<file path="src/rtl/dac_port_pkg.sv">
package dac_port_pkg;

    // Frame layout: [15:14] channel, [13:12] operation, [11:0] code
    localparam int ADDR_W  = 2;
    localparam int OP_W    = 2;
    localparam int DATA_W  = 12;
    localparam int FRAME_W = ADDR_W + OP_W + DATA_W;
    localparam int NUM_CH  = 1 << ADDR_W;

    typedef enum logic [OP_W-1:0] {
        OP_NOP      = 2'b00,
        OP_LOAD_ONE = 2'b01,
        OP_LOAD_ALL = 2'b10,
        OP_POWER    = 2'b11
    } cmd_op_e;

    typedef enum logic [1:0] {
        FR_IDLE  = 2'd0,
        FR_SHIFT = 2'd1,
        FR_EXEC  = 2'd2
    } frame_state_e;

    typedef enum logic {
        PW_ACTIVE = 1'b0,
        PW_DOWN   = 1'b1
    } power_state_e;

    typedef struct packed {
        logic [ADDR_W-1:0] chan;
        cmd_op_e           op;
        logic [DATA_W-1:0] value;
    } cmd_word_t;

endpackage

</file>
<file path="src/rtl/dac_in_sync.sv">
// Multi-bit, per-bit-independent synchronizer chain (STAGES must be >= 2).
module dac_in_sync #(
    parameter int             W       = 4,
    parameter int             STAGES  = 2,
    parameter logic [W-1:0]   RST_VAL = '0
) (
    input  logic         clk,
    input  logic         rst_n,
    input  logic [W-1:0] d_in,
    output logic [W-1:0] q_out
);

    for (genvar b = 0; b < W; b++) begin : g_bit
        logic [STAGES-1:0] chain;

        always_ff @(posedge clk or negedge rst_n) begin
            if (!rst_n) begin
                chain <= {STAGES{RST_VAL[b]}};
            end else begin
                chain <= {chain[STAGES-2:0], d_in[b]};
            end
        end

        assign q_out[b] = chain[STAGES-1];
    end

endmodule

</file>
<file path="src/rtl/dac_frame_shifter.sv">
// Frame shift register with the one-frame-delayed serial echo.
module dac_frame_shifter
    import dac_port_pkg::*;
#(
    parameter int WIDTH = FRAME_W
) (
    input  logic             clk,
    input  logic             rst_n,
    input  logic             shift_en,
    input  logic             bit_in,
    input  logic             fall_en,
    input  logic             frame_done,
    input  logic             rise_mode,
    output logic [WIDTH-1:0] frame,
    output logic             dout
);

    logic [WIDTH-1:0] sr_q;
    logic             dout_q;

    always_ff @(posedge clk or negedge rst_n) begin
        if (!rst_n) begin
            sr_q <= '0;
        end else if (shift_en) begin
            sr_q <= {sr_q[WIDTH-2:0], bit_in};
        end
    end

    // Mode 1 moves the output together with the shift; mode 0 catches the
    // head bit after the falling edge (and at frame end as a safety net).
    always_ff @(posedge clk or negedge rst_n) begin
        if (!rst_n) begin
            dout_q <= 1'b0;
        end else if (rise_mode) begin
            if (shift_en) begin
                dout_q <= sr_q[WIDTH-2];
            end
        end else if (fall_en || frame_done) begin
            dout_q <= sr_q[WIDTH-1];
        end
    end

    assign frame = sr_q;
    assign dout  = dout_q;

endmodule

</file>
<file path="src/rtl/dac_cmd_exec.sv">
// Channel code registers and the power state machine.
module dac_cmd_exec
    import dac_port_pkg::*;
#(
    parameter int CH = NUM_CH,
    parameter int DW = DATA_W
) (
    input  logic            clk,
    input  logic            rst_n,
    input  logic            exec,
    input  cmd_word_t       cmd,
    input  logic            lock_n,
    input  logic            lock_fall,
    output logic [CH*DW-1:0] codes,
    output logic            shutdown
);

    power_state_e pw_q, pw_d;
    logic         is_power_cmd;
    logic         can_load;

    assign is_power_cmd = exec && (cmd.op == OP_POWER);
    assign can_load     = exec && (pw_q == PW_ACTIVE);

    always_ff @(posedge clk or negedge rst_n) begin
        if (!rst_n) begin
            pw_q <= PW_ACTIVE;
        end else begin
            pw_q <= pw_d;
        end
    end

    always_comb begin
        pw_d = pw_q;
        unique case (pw_q)
            PW_ACTIVE: begin
                if (is_power_cmd && cmd.value[DW-1] && lock_n) begin
                    pw_d = PW_DOWN;
                end
            end
            PW_DOWN: begin
                if (lock_fall || (is_power_cmd && !cmd.value[DW-1])) begin
                    pw_d = PW_ACTIVE;
                end
            end
        endcase
    end

    always_comb begin
        shutdown = 1'b0;
        unique case (pw_q)
            PW_ACTIVE: shutdown = 1'b0;
            PW_DOWN:   shutdown = 1'b1;
        endcase
    end

    for (genvar ch = 0; ch < CH; ch++) begin : g_chan
        logic [DW-1:0] code_q;
        logic          wr_en;

        assign wr_en = can_load &&
                       ((cmd.op == OP_LOAD_ALL) ||
                        ((cmd.op == OP_LOAD_ONE) && (cmd.chan == ADDR_W'(ch))));

        always_ff @(posedge clk or negedge rst_n) begin
            if (!rst_n) begin
                code_q <= '0;
            end else if (wr_en) begin
                code_q <= cmd.value;
            end
        end

        assign codes[ch*DW +: DW] = code_q;
    end

endmodule

</file>
<file path="src/rtl/dac_serial_port.sv">
// Top: pin synchronization, edge detection and the frame state machine.
module dac_serial_port
    import dac_port_pkg::*;
#(
    parameter int SYNC_STAGES = 2
) (
    input  logic                     clk,
    input  logic                     rst_n,
    input  logic                     sclk,
    input  logic                     cs_n,
    input  logic                     din,
    input  logic                     dout_mode,
    input  logic                     pdl_n,
    output logic                     dout,
    output logic [NUM_CH*DATA_W-1:0] codes,
    output logic                     shutdown
);

    // Synchronized pins: {pdl_n, din, cs_n, sclk}
    localparam logic [3:0] PIN_RST = 4'b1010;

    logic [3:0] pins_s;
    logic       s_sclk, s_cs, s_din, s_pdl;
    logic       p_sclk, p_cs, p_pdl;
    logic       sclk_rise, sclk_fall, pdl_fall;
    logic       shift_en, fall_en;
    logic       exec, frame_done;
    logic [FRAME_W-1:0] frame;
    cmd_word_t  cmd;

    frame_state_e fr_q, fr_d;

    dac_in_sync #(
        .W       (4),
        .STAGES  (SYNC_STAGES),
        .RST_VAL (PIN_RST)
    ) u_sync (
        .clk   (clk),
        .rst_n (rst_n),
        .d_in  ({pdl_n, din, cs_n, sclk}),
        .q_out (pins_s)
    );

    assign s_sclk = pins_s[0];
    assign s_cs   = pins_s[1];
    assign s_din  = pins_s[2];
    assign s_pdl  = pins_s[3];

    always_ff @(posedge clk or negedge rst_n) begin
        if (!rst_n) begin
            p_sclk <= 1'b0;
            p_cs   <= 1'b1;
            p_pdl  <= 1'b1;
        end else begin
            p_sclk <= s_sclk;
            p_cs   <= s_cs;
            p_pdl  <= s_pdl;
        end
    end

    assign sclk_rise = s_sclk & ~p_sclk;
    assign sclk_fall = ~s_sclk & p_sclk;
    assign pdl_fall  = ~s_pdl & p_pdl;
    assign shift_en  = sclk_rise & ~s_cs;
    assign fall_en   = sclk_fall & ~s_cs;

    // Frame state register
    always_ff @(posedge clk or negedge rst_n) begin
        if (!rst_n) begin
            fr_q <= FR_IDLE;
        end else begin
            fr_q <= fr_d;
        end
    end

    // Frame next-state logic (uses the previous-cycle chip select too)
    always_comb begin
        fr_d = fr_q;
        unique case (fr_q)
            FR_IDLE:  if (!s_cs) fr_d = FR_SHIFT;
            FR_SHIFT: if (s_cs && !p_cs) fr_d = FR_EXEC;
                      else if (s_cs) fr_d = FR_EXEC;
            FR_EXEC:  fr_d = s_cs ? FR_IDLE : FR_SHIFT;
            default:  fr_d = FR_IDLE;
        endcase
    end

    // Frame outputs
    always_comb begin
        exec       = 1'b0;
        frame_done = 1'b0;
        unique case (fr_q)
            FR_IDLE:  ;
            FR_SHIFT: frame_done = s_cs;
            FR_EXEC:  exec = 1'b1;
            default:  ;
        endcase
    end

    dac_frame_shifter #(
        .WIDTH (FRAME_W)
    ) u_shift (
        .clk        (clk),
        .rst_n      (rst_n),
        .shift_en   (shift_en),
        .bit_in     (s_din),
        .fall_en    (fall_en),
        .frame_done (frame_done),
        .rise_mode  (dout_mode),
        .frame      (frame),
        .dout       (dout)
    );

    assign cmd = cmd_word_t'(frame);

    dac_cmd_exec #(
        .CH (NUM_CH),
        .DW (DATA_W)
    ) u_exec (
        .clk       (clk),
        .rst_n     (rst_n),
        .exec      (exec),
        .cmd       (cmd),
        .lock_n    (s_pdl),
        .lock_fall (pdl_fall),
        .codes     (codes),
        .shutdown  (shutdown)
    );

endmodule

</file>
<file path="config.mk">
export PLATFORM = sky130hd
export DESIGN_NAME = dac_serial_port
export DESIGN_NICKNAME = d
export VERILOG_FILES = /design/src/rtl/dac_port_pkg.sv /design/src/rtl/dac_in_sync.sv /design/src/rtl/dac_frame_shifter.sv /design/src/rtl/dac_cmd_exec.sv /design/src/rtl/dac_serial_port.sv
export SDC_FILE = /design/constraint.sdc
export NUM_CORES = 1
export LEC_CHECK = 0
export BUFFER_PORTS_ARGS = -buffer_cell sky130_fd_sc_hd__buf_2
export CAP_MARGIN = 20
export CORE_AREA = 8 8 83 85
export CTS_CLUSTER_DIAMETER = 40
export DETAILED_ROUTE_END_ITERATION = 12
export DIE_AREA = 0 0 91 93
export PLACE_DENSITY = 0.74
export SYNTH_ARGS = -nofsm -noshare
export SYNTH_HDL_FRONTEND = slang
export SYNTH_SLANG_ARGS = --single-unit
</file>
<file path="constraint.sdc">
create_clock -name clk -period 1.72 [get_ports clk]
set_input_delay 0.086 -clock clk [delete_from_list [all_inputs] [get_ports clk]]
set_output_delay 0.086 -clock clk [all_outputs]
set_load 0.02 [all_outputs]
</file>
==> metrics.yaml <==
result_of_the_run: "finished clean"
clk_tree_root_cell: "clkbuf_8"
fraction_of_final_layout_cells_sized_beyond_drive_strength_1: 0.433
critical_path.max_fanout: 12
finalSetupViolCount: 0
layout.core_utilization: 0.640
first_iter_violations: 119
tritoncts: "done"
track_usage: 0.165
grt.met1_usage: 0.204
summed_negative_setup_slack_over_all_endpoints_ns: 0
nets: 273
vias: 1937
yosys.cell_count.top_type: "dfrtp_1"
post_cts.repair.setup_buffers: 0
design.die.area_um2: 8460
synth-edff-count: 0
vdd.ir_drop.worst_mv: 0.463
holdCritPathClass: "in -> async"
clk_path_buf_depth: 2
post_synth_most_frequent_cells: "73 x dfrtp_1, 36 x o2bb2ai_1, 16 x mux2_2"
synth_cell_type_count: 27
met2_usage: 0.261
fmaxAchievable_ghz: 0.619
detail-route-antenna-nets: 0
chipHeight_um: 93
worst-setup-path-type: "reg -> reg"
ys_async_sr_fraction: 1.00
synth_sequential_area_ratio: 0.664
core_region_area_um2: 5680
post_drt_via_cell_ratio: 5.61
timing_worst_slew_pin_value_ns: 0.572
cts.sinks: 78
synth-seq-cells: 78
numPlacedInstances: 324
static-leakage-power_uw: 0.00177
pwr_per_cell_area_nw_per_um2: 1040
firstDrtPassIters: 4
finalHoldViolations: 0
grt_start_max_net_pins: 45
sequential_cell_area_um2: 1960
multi_input_area_um2: 931
critical_path_data_required_time_ns: 1.93
initial_core_util: 0.520
slew_violations: 0
synthCells: 195
dominantRegCellSynth: "dfrtp_1"
critPathCaptureType: "flop"
die_outline_width_um: 91
start_kind: "flop"
drc: 0
total_power_of_the_final_layout_uw: 3800
grt_antenna_before_repair: 0
port_buffers: 56
clock-skew-final_ns: 0.0126
insertion_delay_ns: 0.35
place_hpwl_mm: 4.40
cts-buffers-inserted: 9
post_route_fraction_of_the_period_consumed_by_the_critical_path: 0.940
grt_pass1_vias: 2092
std_cell_rows: 28
netlist_top_cells_area: "dfrtp_1 62%, o2bb2ai_1 11%, mux2_2 6.1%"
cts-htree-levels: 3
cts.reportedPaths.clkPinSlew_ns: 0.08
synth_fp_nets: 202
fin_hold_ws_ns: 0.290
netlist.area_leader.share: 0.619
first_pass_grt_wire_length_mm: 11.0
wl_mm: 6.61
place.gp.congestion: 0.788
grt-busiest-layer: "met2"
finish.cell_count_without_fillers: 345
yosysWarnings: 0
insertedDiodeCount: 0
ioPinCount: 57
gr-total-overflow: 0
postSynthAreaPerCell_um2: 15.1
layout_min_cycle_time_ns: 1.62
num-fill-cells: 451
wl_per_cell_um: 19.2
met3_demand_to_capacity_share_in_global_routing: 0.0425
synthesis.area_um2: 2950
timing.slew.headroom: 0.619
maxCapViolCount: 0
area_delta_synth_final_pct: 23.2
synth_top_cell_by_area: "dfrtp_1"
timing.critical_path.arrival_ns: 1.83
## metrics by stage
step	instance area (um2)	setup WS (ns)
global placement	3350	0.252
global route	3630	-0.0102
floorplan	2950	0.203
finish	3630	0.104
CTS	3630	0.134
detailed placement	3350	0.120
## worst max-delay path, cell delays in order, from the launching register on
cell and delay [ns]:
dfrtp_1 0.45, nor4b_1 0.55, o21ai_1 0.13, buf_4 0.21
o2bb2ai_1 0.14
## routing by layer
layer	vias up	part of all wire
li1	865	-
met2	46	0.50
met3	12	0.046
met1	1014	0.43
met4	0	0.022
met5	-	0
## power by group
group | switching [uW] | total (uW) | internal, uW
Clock | 619 | 1510 | 889
Combinational | 104 | 218 | 114
Sequential | 122 | 2070 | 1950
Total | 845 | 3800 | 2950
## final timing paths
check | from | end | slack (ns) | cells after the start
min | rst_n | u_exec.g_chan[0].code_q[1]$_DFFE_PN0P_ | 0.29 | 2
max in group asynchronous | rst_n | u_exec.g_chan[3].code_q[6]$_DFFE_PN0P_ | 0.85 | 3
max | u_shift.frame[13]$_DFFE_PN0P_ | u_exec.g_chan[0].code_q[1]$_DFFE_PN0P_ | 0.10 | 4
max reg2reg | u_shift.frame[13]$_DFFE_PN0P_ | u_exec.g_chan[0].code_q[1]$_DFFE_PN0P_ | 0.10 | 4
min in group clk | u_sync.g_bit[2].chain[0]$_DFF_PN0_ | u_sync.g_bit[2].chain[1]$_DFF_PN0_ | 0.36 | 0
min reg2reg | u_sync.g_bit[2].chain[0]$_DFF_PN0_ | u_sync.g_bit[2].chain[1]$_DFF_PN0_ | 0.36 | 0
## placed cells by master, fill, tap and decap left out, drive strengths merged
| cell type | synthesis | final |
|---|---|---|
| a2111oi | 1 | 1 |
| a21oi | 2 | 2 |
| a221oi | 1 | 1 |
| a311oi | 1 | 1 |
| and3b | 1 | 1 |
| and4b | 2 | 2 |
| and4bb | 2 | 2 |
| buf | 10 | 64 |
| bufinv | 0 | 2 |
| clkbuf | 0 | 12 |
| clkinvlp | 0 | 1 |
| dfrtp | 73 | 73 |
| dfstp | 5 | 5 |
| dlygate4sd3 | 0 | 6 |
| inv | 3 | 3 |
| mux2 | 26 | 26 |
| nand2 | 14 | 14 |
| nand2b | 1 | 1 |
| nor2 | 4 | 4 |
| nor2b | 1 | 1 |
| nor3b | 3 | 3 |
| nor4b | 2 | 2 |
| o21a | 2 | 2 |
| o21ai | 5 | 5 |
| o2bb2ai | 36 | 36 |
## cells by family (layout without fill, tap and decap cells)
group,count (synthesis),in the layout,synth area share
AO/OA/AOI/OAI,48,48,0.135
buffers and inverters,13,88,0.0229
flip-flops,78,78,0.664
AND/OR/NAND/NOR,30,30,0.0658
multiplexers,26,26,0.112
## flip-flops by register name, indices dropped and copies added, names as in the netlist
register and cells:
u_sync.g_bit.chain 8, u_exec.g_chan.code_q 48, p_pdl 1, u_shift.dout 1, u_exec.pw_q 1, fr_q 2, u_shift.frame 16, p_sclk 1
## cell type report
cell class                      count  share of cell area
Inverter                            3             0.00310
Sequential cell                    78               0.539
Clock buffer                       12              0.0427
Tap cell                           75              0.0258
Clock inverter                      3              0.0186
Timing Repair Buffer               70               0.114
Multi-Input combinational cell    104               0.256
## timing repair
item                       in CTS  in global routing
hold endpoints to repair       43                  0
gates resized for setup         0                  1
hold buffers                    6                  0
setup endpoints to repair       0                  1
No activity file was read; power rests on OpenSTA's default activity.
